$ cat src/rtl/io_irq_pkg.sv
package io_irq_pkg;
  typedef struct packed {
    logic [15:0] id;
    logic [15:0] nr;
    logic [31:0] parm;
    logic [31:0] word;
  } irq_ent_t;

  localparam int unsigned ENT_W = $bits(irq_ent_t);
endpackage

$ cat src/rtl/io_irq_lifo.sv
module io_irq_lifo #(
  parameter int unsigned DEPTH = 4,
  parameter int unsigned W     = 96
) (
  input  logic         clk_i,
  input  logic         rst_ni,
  input  logic         push_i,
  input  logic         pop_i,
  input  logic [W-1:0] din_i,
  output logic [W-1:0] dout_o,
  output logic         empty_o,
  output logic         full_o
);
  localparam int unsigned CW = $clog2(DEPTH + 1);
  localparam int unsigned AW = (DEPTH > 1) ? $clog2(DEPTH) : 1;

  logic [W-1:0]  mem [DEPTH];
  logic [CW-1:0] cnt;
  logic [CW-1:0] top;
  logic          do_push;

  assign top     = cnt - CW'(1);
  assign empty_o = (cnt == '0);
  assign full_o  = (cnt == CW'(DEPTH));
  assign dout_o  = mem[top[AW-1:0]];
  assign do_push = push_i && !full_o;

  always_ff @(posedge clk_i or negedge rst_ni) begin
    if (!rst_ni) begin
      cnt <= '0;
    end else if (do_push && !pop_i) begin
      cnt <= cnt + CW'(1);
    end else if (pop_i && !do_push) begin
      cnt <= top;
    end
  end

  // replace-on-top when push and pop meet; push above top otherwise
  always_ff @(posedge clk_i) begin
    if (do_push && pop_i)  mem[top[AW-1:0]] <= din_i;
    else if (do_push)      mem[cnt[AW-1:0]] <= din_i;
  end


  cnt_bound_chk: assert property (@(posedge clk_i) disable iff (!rst_ni)
    cnt <= CW'(DEPTH));

  no_underflow_chk: assert property (@(posedge clk_i) disable iff (!rst_ni)
    pop_i |-> !empty_o);

  full_push_hold_chk: assert property (@(posedge clk_i) disable iff (!rst_ni)
    (push_i && full_o && !pop_i) |=> full_o);
endmodule

$ cat src/rtl/io_irq_pick.sv
module io_irq_pick #(
  parameter int unsigned N = 8
) (
  input  logic [N-1:0] req_i,
  input  logic [N-1:0] en_i,
  output logic [N-1:0] sel_o,
  output logic         hit_o
);
  always_comb begin
    sel_o = '0;
    hit_o = 1'b0;
    for (int i = 0; i < N; i++) begin
      if (!hit_o && req_i[i] && en_i[i]) begin
        sel_o[i] = 1'b1;
        hit_o    = 1'b1;
      end
    end
  end
endmodule

$ cat src/rtl/io_irq_sel.sv
module io_irq_sel
  import io_irq_pkg::*;
#(
  parameter int unsigned DEPTH  = 4,
  parameter int unsigned SC_POS = 24
) (
  input  logic        clk_i,
  input  logic        rst_ni,
  input  logic        push_i,
  input  logic [15:0] push_id_i,
  input  logic [15:0] push_nr_i,
  input  logic [31:0] push_parm_i,
  input  logic [31:0] push_word_i,
  input  logic        deliver_i,
  input  logic [7:0]  sc_mask_i,
  input  logic        io_en_i,
  output logic [15:0] out_id_o,
  output logic [15:0] out_nr_o,
  output logic [31:0] out_parm_o,
  output logic [31:0] out_word_o,
  output logic        out_valid_o,
  output logic        err_o,
  output logic        pending_o
);
  localparam int unsigned NUM_SC = 8;
  localparam int unsigned SC_W   = $clog2(NUM_SC);

  irq_ent_t          push_ent;
  logic [SC_W-1:0]   push_sc;
  logic [ENT_W-1:0]  dout [NUM_SC];
  logic [NUM_SC-1:0] empty, full, nonempty, sel, pop_v;
  logic              hit, take, push_full;
  logic [ENT_W-1:0]  sel_ent;
  irq_ent_t          out_q;

  assign push_ent = '{id: push_id_i, nr: push_nr_i, parm: push_parm_i, word: push_word_i};
  assign push_sc  = push_word_i[SC_POS +: SC_W];

  for (genvar g = 0; g < NUM_SC; g++) begin : g_sc
    io_irq_lifo #(.DEPTH(DEPTH), .W(ENT_W)) u_lifo (
      .clk_i   (clk_i),
      .rst_ni  (rst_ni),
      .push_i  (push_i && (push_sc == SC_W'(g))),
      .pop_i   (pop_v[g]),
      .din_i   (push_ent),
      .dout_o  (dout[g]),
      .empty_o (empty[g]),
      .full_o  (full[g])
    );
  end

  assign nonempty = ~empty;

  io_irq_pick #(.N(NUM_SC)) u_pick (
    .req_i (nonempty),
    .en_i  (sc_mask_i),
    .sel_o (sel),
    .hit_o (hit)
  );

  assign take      = deliver_i && io_en_i && hit;
  assign pop_v     = (deliver_i && io_en_i) ? sel : '0;
  assign push_full = push_i && full[push_sc];

  always_comb begin
    sel_ent = '0;
    for (int i = 0; i < NUM_SC; i++) begin
      if (sel[i]) sel_ent = sel_ent | dout[i];
    end
  end

  always_ff @(posedge clk_i or negedge rst_ni) begin
    if (!rst_ni) begin
      out_valid_o <= 1'b0;
      err_o       <= 1'b0;
      out_q       <= '0;
    end else begin
      out_valid_o <= take;
      err_o       <= (deliver_i && !io_en_i) || push_full;
      if (take) out_q <= sel_ent;
    end
  end

  assign out_id_o   = out_q.id;
  assign out_nr_o   = out_q.nr;
  assign out_parm_o = out_q.parm;
  assign out_word_o = out_q.word;
  assign pending_o  = |nonempty;


  one_pop_chk: assert property (@(posedge clk_i) disable iff (!rst_ni)
    $onehot0(pop_v));

  sel_eligible_chk: assert property (@(posedge clk_i) disable iff (!rst_ni)
    (pop_v & ~(nonempty & sc_mask_i)) == '0);

  disabled_err_chk: assert property (@(posedge clk_i) disable iff (!rst_ni)
    (deliver_i && !io_en_i) |=> (err_o && !out_valid_o));

  valid_cause_chk: assert property (@(posedge clk_i) disable iff (!rst_ni)
    out_valid_o |-> $past(deliver_i && io_en_i));

  pend_valid_chk: assert property (@(posedge clk_i) disable iff (!rst_ni)
    (deliver_i && io_en_i && !pending_o) |=> !out_valid_o);
endmodule

$ cat config.mk
export PLATFORM = sky130hd
export DESIGN_NAME = io_irq_sel
export DESIGN_NICKNAME = d
export VERILOG_FILES = /design/src/rtl/io_irq_pkg.sv /design/src/rtl/io_irq_lifo.sv /design/src/rtl/io_irq_pick.sv /design/src/rtl/io_irq_sel.sv
export SDC_FILE = /design/constraint.sdc
export NUM_CORES = 2
export LEC_CHECK = 0
export BUFFER_PORTS_ARGS = -buffer_cell sky130_fd_sc_hd__buf_4
export CAP_MARGIN = 20
export CORE_AREA = 2 2 555 557
export DETAILED_ROUTE_END_ITERATION = 8
export DIE_AREA = 0 0 557 559
export GPL_ROUTABILITY_DRIVEN = 0
export REMOVE_ABC_BUFFERS = 1
export SYNTH_ARGS = -nofsm -noshare
export SYNTH_HDL_FRONTEND = slang
export SYNTH_HIERARCHICAL = 1
export SYNTH_SLANG_ARGS = --single-unit
$ cat constraint.sdc
create_clock -name clk_i -period 13 [get_ports clk_i]
set_input_delay 2.6 -clock clk_i [delete_from_list [all_inputs] [get_ports clk_i]]
set_output_delay 2.6 -clock clk_i [all_outputs]
set_load 0.05 [all_outputs]
* After elaboration in Yosys (flattened, before gate mapping)
Memory sizes are Yosys's and may differ from the RTL's. Cells that the tools add are included.
Cells by class: multiplexer cells 106, $lt $le $gt $ge 1, reductions and logical operators 118, bitwise operators 8, eq/ne operators 15, add/subtract/negate cells 16
Operators by type and width (number):
- two-way mux 96 bit | 16
- OR reduction 96 bit | 8
- OR 96 bit | 7
- two-way mux 1 bit | 64
- logical AND 1 bit | 59
- two-way mux 3 bit | 16
- equality test 3 bit (second input constant) | 12
- zero test 1 bit | 32
- zero test 3 bit | 9
- adder 3 x 1 -> 3 bit (second input constant) | 8
- subtractor 3 x 1 -> 3 bit (second input constant) | 8
- two-way mux 2 bit | 8
- nonzero test 2 bit | 8
- two-way mux 8 bit | 1
- inverter 8 bit | 1
- OR reduction 8 bit | 1
- equality test 3 x 2 -> 1 bit (second input constant) | 2
- < comparator 3 x 4 -> 1 bit (second input constant) | 1
- binary-select mux 1 bit (select 3 bit) | 1
- equality test 3 x 1 -> 1 bit (second input constant) | 1
- logical OR 1 bit | 1
Storage, ports and cells: bits in writable memories 3072, input port bits 109, output and inout port bits 99, flip-flop bits (word level) 122, memories 8, word-level logic and storage cells 286
Memories:
- g_sc[0].u_lifo.mem | words 4, bits a word 96, rd ports 1, clocked after Yosys merged registers in 0, wr ports 1, line io_irq_lifo.sv:17 | logic [W-1:0] mem [DEPTH];
- g_sc[1].u_lifo.mem | words 4, bits a word 96, rd ports 1, clocked after Yosys merged registers in 0, wr ports 1, line io_irq_lifo.sv:17
- g_sc[2].u_lifo.mem | words 4, bits a word 96, rd ports 1, clocked after Yosys merged registers in 0, wr ports 1, line io_irq_lifo.sv:17
- g_sc[3].u_lifo.mem | words 4, bits a word 96, rd ports 1, clocked after Yosys merged registers in 0, wr ports 1, line io_irq_lifo.sv:17
- g_sc[4].u_lifo.mem | words 4, bits a word 96, rd ports 1, clocked after Yosys merged registers in 0, wr ports 1, line io_irq_lifo.sv:17
- g_sc[5].u_lifo.mem | words 4, bits a word 96, rd ports 1, clocked after Yosys merged registers in 0, wr ports 1, line io_irq_lifo.sv:17
- +2 memories

* Depth between registers and ports, before layout
depth after elaboration 38, gate-level depth with buffers 18, gate-level depth less buffers 13

* Cells and area by module
The synthesis kept the hierarchy.
Modules (own cells, without submodules):
- io_irq_lifo (g_sc[2].u_lifo ...) | seq. area each 11606.1 sq um, cells an instance 539, area an instance 14236.2 sq um, instances 6
- io_irq_lifo (g_sc[0].u_lifo ...) | seq. area each 11606.1 sq um, cells an instance 534, area an instance 14249.9 sq um, instances 2
- io_irq_sel | seq. area each 2452.4 sq um, cells an instance 826, area an instance 7572.3 sq um, instances 1
- io_irq_pick | seq. area each 0.0 sq um, cells an instance 21, area an instance 115.1 sq um, instances 1

* Least setup slack after synthesis
OpenSTA, ideal clock, no wires.
kind input port to flip-flop, start input sc_mask_i[0], end memory g_sc[1].u_lifo.mem[1][0], enable pin, slack 1720 ps, data arrival time 10611 ps, required time 12331 ps, path buffers 3, cell stages on the path 10, library setup time 669 ps, cells stage by stage and2_1 > nor2_1 > buf_2 > buf_4 > clkbuf_1 > and3_1 > inv_1 > ha_1 > xor2_1 > nor3_1
On the way: longest elaborated chain between the ends 12, elaborated cells between the ends (all ways) 15, classes of those cells 9 x mux; 6 x reduce/logical
RTL lines:
- from (decl) | line io_irq_sel.sv:15 | input logic [7:0] sc_mask_i,
- logical AND 1 bit * | line io_irq_pick.sv:13 | if (!hit_o && req_i[i] && en_i[i]) begin
- two-way mux 1 bit * | line io_irq_pick.sv:13
- zero test 1 bit * | line io_irq_pick.sv:13
- logical AND 1 bit * (2 in a row) | line io_irq_pick.sv:13
- two-way mux 1 bit * | line io_irq_pick.sv:13
- named net sel[1] | line io_irq_sel.sv:31 | logic [NUM_SC-1:0] empty, full, nonempty, sel, pop_v;
- two-way mux 8 bit * | line io_irq_sel.sv:62 | assign pop_v = (deliver_i && io_en_i) ? sel : '0;
- named net pop_v[1] | line io_irq_sel.sv:31
- logical AND 1 bit * | line io_irq_lifo.sv:40 | if (do_push && pop_i) mem[top[AW-1:0]] <= din_i;
- two-way mux 1 bit | line io_irq_lifo.sv:40
- two-way mux 1 bit (implied by the code) | line io_irq_lifo.sv:41 | else if (do_push) mem[cnt[AW-1:0]] <= din_i;
- OR reduction 96 bit (no line)
- two-way mux 2 bit (no line) / two-way mux 1 bit (equally long branches)
- to (decl) | line io_irq_lifo.sv:17
The timed path passes the listed nets; every way through them passes the cells marked *.

* Final worst setup path
start input sc_mask_i[0], end memory g_sc[5].u_lifo.mem[0][30], enable pin
On the way: longest elaborated chain between the ends 28, elaborated cells between the ends (all ways) 31, classes of those cells 13 x mux; 18 x reduce/logical
RTL lines (line):
- logical AND 1 bit * | io_irq_pick.sv:13
- two-way mux 1 bit * | io_irq_pick.sv:13
- zero test 1 bit | io_irq_pick.sv:13
- logical AND 1 bit (2 in a row) | io_irq_pick.sv:13
- two-way mux 1 bit * | io_irq_pick.sv:13
- zero test 1 bit | io_irq_pick.sv:13
- logical AND 1 bit (2 in a row) | io_irq_pick.sv:13
- two-way mux 1 bit * | io_irq_pick.sv:13
- (+12 left out)
- named net sel[5] | io_irq_sel.sv:31
- two-way mux 8 bit * | io_irq_sel.sv:62
- named net pop_v[5] | io_irq_sel.sv:31
- logical AND 1 bit * | io_irq_lifo.sv:40
- two-way mux 1 bit | io_irq_lifo.sv:40
- two-way mux 1 bit (implied by the code) | io_irq_lifo.sv:41
- OR reduction 96 bit (no line)
- two-way mux 2 bit (no line) / two-way mux 1 bit (equally long branches)
- to (decl) | io_irq_lifo.sv:17
Marks and branches as above.

==> flow_summary.ini <==
[cts]
ctsHoldBuffers = 0
path_clk_slew_ns = 0.06
max-clock-path-buffers = 4
tritoncts = yes
cts_setup_buffers = 0
clock-sinks = 3194
cts-buffers-inserted = 320
ctsResizeCount = 0
insertion_delay_ns = 0.89
clockRootBuffer = clkbuf_16
cts_max_level = 5

[logic_synthesis]
synth_top_cell_by_area = edfxtp_1
ys.flop_type = edfxtp_1
syn_avg_cell_area_um2 = 23.6
yosysTopAreaCellShare = 0.759
synth_cell_types = 38
yosysSeqAreaShare = 0.784
async_flop_share = 0.0382
syn_inst = 5149
netlist_area_um2 = 122000
synth.area.top_cells = edfxtp_1, mux4_2, dfrtp_1
synth-warning-count = 6
synth_edf_count = 3072
ys_ff_latch = 3194

[setup_path]
endpoint_kind = register
cp-start-kind = primary input
worstPathMaxFanout = 97
criticalPathCategory = in -> reg
worstPathRequired_ns = 13.48
worstPathArrival_ns = 6.99

[routing]
drt_pass1_iterations = 6
routed_wirelength_um = 334000
ant_nets = 0
via_count = 58600
wire_per_inst_um = 33.8
viasPerCell = 5.93
drt_iter0_markers = 8145
drc = 0

[timing]
setup_viol_count_final = 0
setup_tns_ns = 0
worst_slack_ns = 6.49
worst_pin_slew_ns = 1.16
relSlewSlack = 0.224
fin_crit_ns = 6.51
fin_crit_sh = 0.501
rsz0062_at_grt = no
max_freq_mhz = 154
fin_skew_ns = 0.0439
finalHoldViolCount = 0
drv_slew = 0

[layout]
layout.nets = 5670
area_growth_pct = 13.3
fin_util = 0.451
final_layout_size_suffix_gt1_frac = 0.280
layout_commonest_cell = edfxtp_1
n_fill_cell = 25100
final_cell_mix = edfxtp_1, mux4_2, clkbuf_16

[global_routing]
globalRouteTotalUtil = 0.211
grt_overflow_total = 0
grt_max_degree = 98
grt_pass1_wl_um = 462000
grt_pass1_vias = 58800
grt_antenna_before_repair = 21

[power_and_ir_drop]
switching_share = 0.322
switchingPower_mw = 9.92
pwr-share-comb = 0.300
power.density_nw_per_um2 = 224
power_frac_seq = 0.404
p_int_mw = 20.9
power.share.clock = 0.296
power.leakage_nw = 42.9
peakVddDrop_v = 0.000246

[run]
cap_violations = 0

[placed_design]
post-place-ws_ns = 5.65
portBuffers = 207
hpwl_um = 169000

[floorplanning]
die_w_um = 557
coreArea_um2 = 305000
die_area_um2 = 311000
fp.dieH_um = 559
start_util = 0.399
io_pins = 208
rows = 203

[hold_path]
worstHoldPathType = reg -> reg

[run_status]
outcome = completed
-- power groups by stage --
stage	combinational, mW	sequential [mW]	clock, mW
after CTS	9.30	12.5	9.26
final	9.26	12.4	9.13
after global placement	9.24	12.7	0
after floorplan	5.61	13.4	0
after detailed placement	9.27	12.7	0
after global routing	9.66	12.5	9.64
-- cell usage after synthesis (all sizes together) (6+ instances only) --
| master | number |
|---|---|
| inv | 33 |
| mux2i | 9 |
| buf | 230 |
| nor3 | 11 |
| mux4 | 769 |
| xnor2 | 10 |
| and2 | 10 |
| a31oi | 108 |
| a21boi | 8 |
| o21ai | 8 |
| xor2 | 18 |
| nor2b | 11 |
| a22o | 192 |
| a21oi | 15 |
| nor2 | 146 |
| and3b | 6 |
| edfxtp | 3072 |
| clkbuf | 63 |
| nand3 | 12 |
| nand2 | 23 |
| nor3b | 8 |
| a221oi | 192 |
| and3 | 15 |
| dfrtp | 122 |
| ha | 48 |
-- worst max-delay path: stages --
cell,delay (ns)
buf_4,0.12
a22oi_2,0.25
nand3_1,0.24
nor2_4,0.19
buf_12,0.64
and3_1,0.33
inv_1,0.08
ha_1,0.28
and3b_1,0.24
a31oi_1,0.07
nor2_4,0.11
buf_4,0.86
buf_4,0.88
-- cell type report --
cell class / instances / area, um2 / share of cell area
clock inverter: 156 / 1550 / 0.0112
inverter: 33 / 124 / 0.000899
antenna: 7 / 17.5 / 0.000127
tap: 4100 / 5130 / 0.0372
timing repair buffer: 335 / 2770 / 0.0201
clock buffer: 425 / 8750 / 0.0635
sequential: 3194 / 95300 / 0.692
multi-input combinational: 1629 / 24000 / 0.175
-- final timing paths --
kind | startpoint | endpoint | slack, ns | cells after the start
min reg2reg | g_sc[6].u_lifo/cnt[2] | g_sc[6].u_lifo/cnt[2] | 0.50 | 1
min | g_sc[6].u_lifo/cnt[2] | g_sc[6].u_lifo/cnt[2] | 0.50 | 1
max in group asynchronous | rst_ni | out_word_o[12] | 9.47 | 3
max | sc_mask_i[0] | g_sc[5].u_lifo/mem[0][30] | 6.49 | 13
max reg2reg | g_sc[0].u_lifo/cnt[0] | g_sc[5].u_lifo/mem[0][30] | 6.79 | 16
min in group asynchronous | rst_ni | out_valid_o | 1.76 | 1
-- state kept, by name (all words and copies together) (netlist names) --
register         cells
err_o                1
g_sc.u_lifo/cnt     24
g_sc.u_lifo/mem   3072
out_id_o            16
out_nr_o            16
out_parm_o          32
out_valid_o          1
out_word_o          32
-- layer usage --
layer	vias to the layer above	GRT usage	wire (um)
met5	-	0.00262	172
met4	20	0.0494	7170
met3	463	0.0627	36100
met2	3150	0.324	154000
met1	32000	0.298	136000
li1	23000	-	-
-- cells by family (layout without fill, tap and decap cells) --
| logic type | Yosys count | count (layout) | synth area share |
|---|---|---|---|
| DFF | 3194 | 3194 | 0.784 |
| muxes | 779 | 779 | 0.143 |
| AOI/OAI and AO/OA | 528 | 528 | 0.0350 |
| buffers and inverters | 326 | 949 | 0.0219 |
| and+or+nand+nor | 246 | 246 | 0.00921 |
| adders and majority gates | 48 | 48 | 0.00494 |
| xor gates and xnor gates | 28 | 28 | 0.00202 |
| other | 0 | 7 | 0 |
-- stage by stage --
step / instances / hold slack (ns) / instance area (um2) / power, mW
2_1_floorplan: 4856 / 0.471 / 119000 / 19.0
3_3_place_gp: 9290 / 0.489 / 127000 / 21.9
3_5_place_dp: 9290 / 0.497 / 127000 / 22.0
4_1_cts: 9871 / 0.506 / 138000 / 31.0
5_1_grt: 9877 / 0.532 / 138000 / 31.8
6_report: 9879 / 0.504 / 138000 / 30.8
Power figures use the tool's default switching activity.
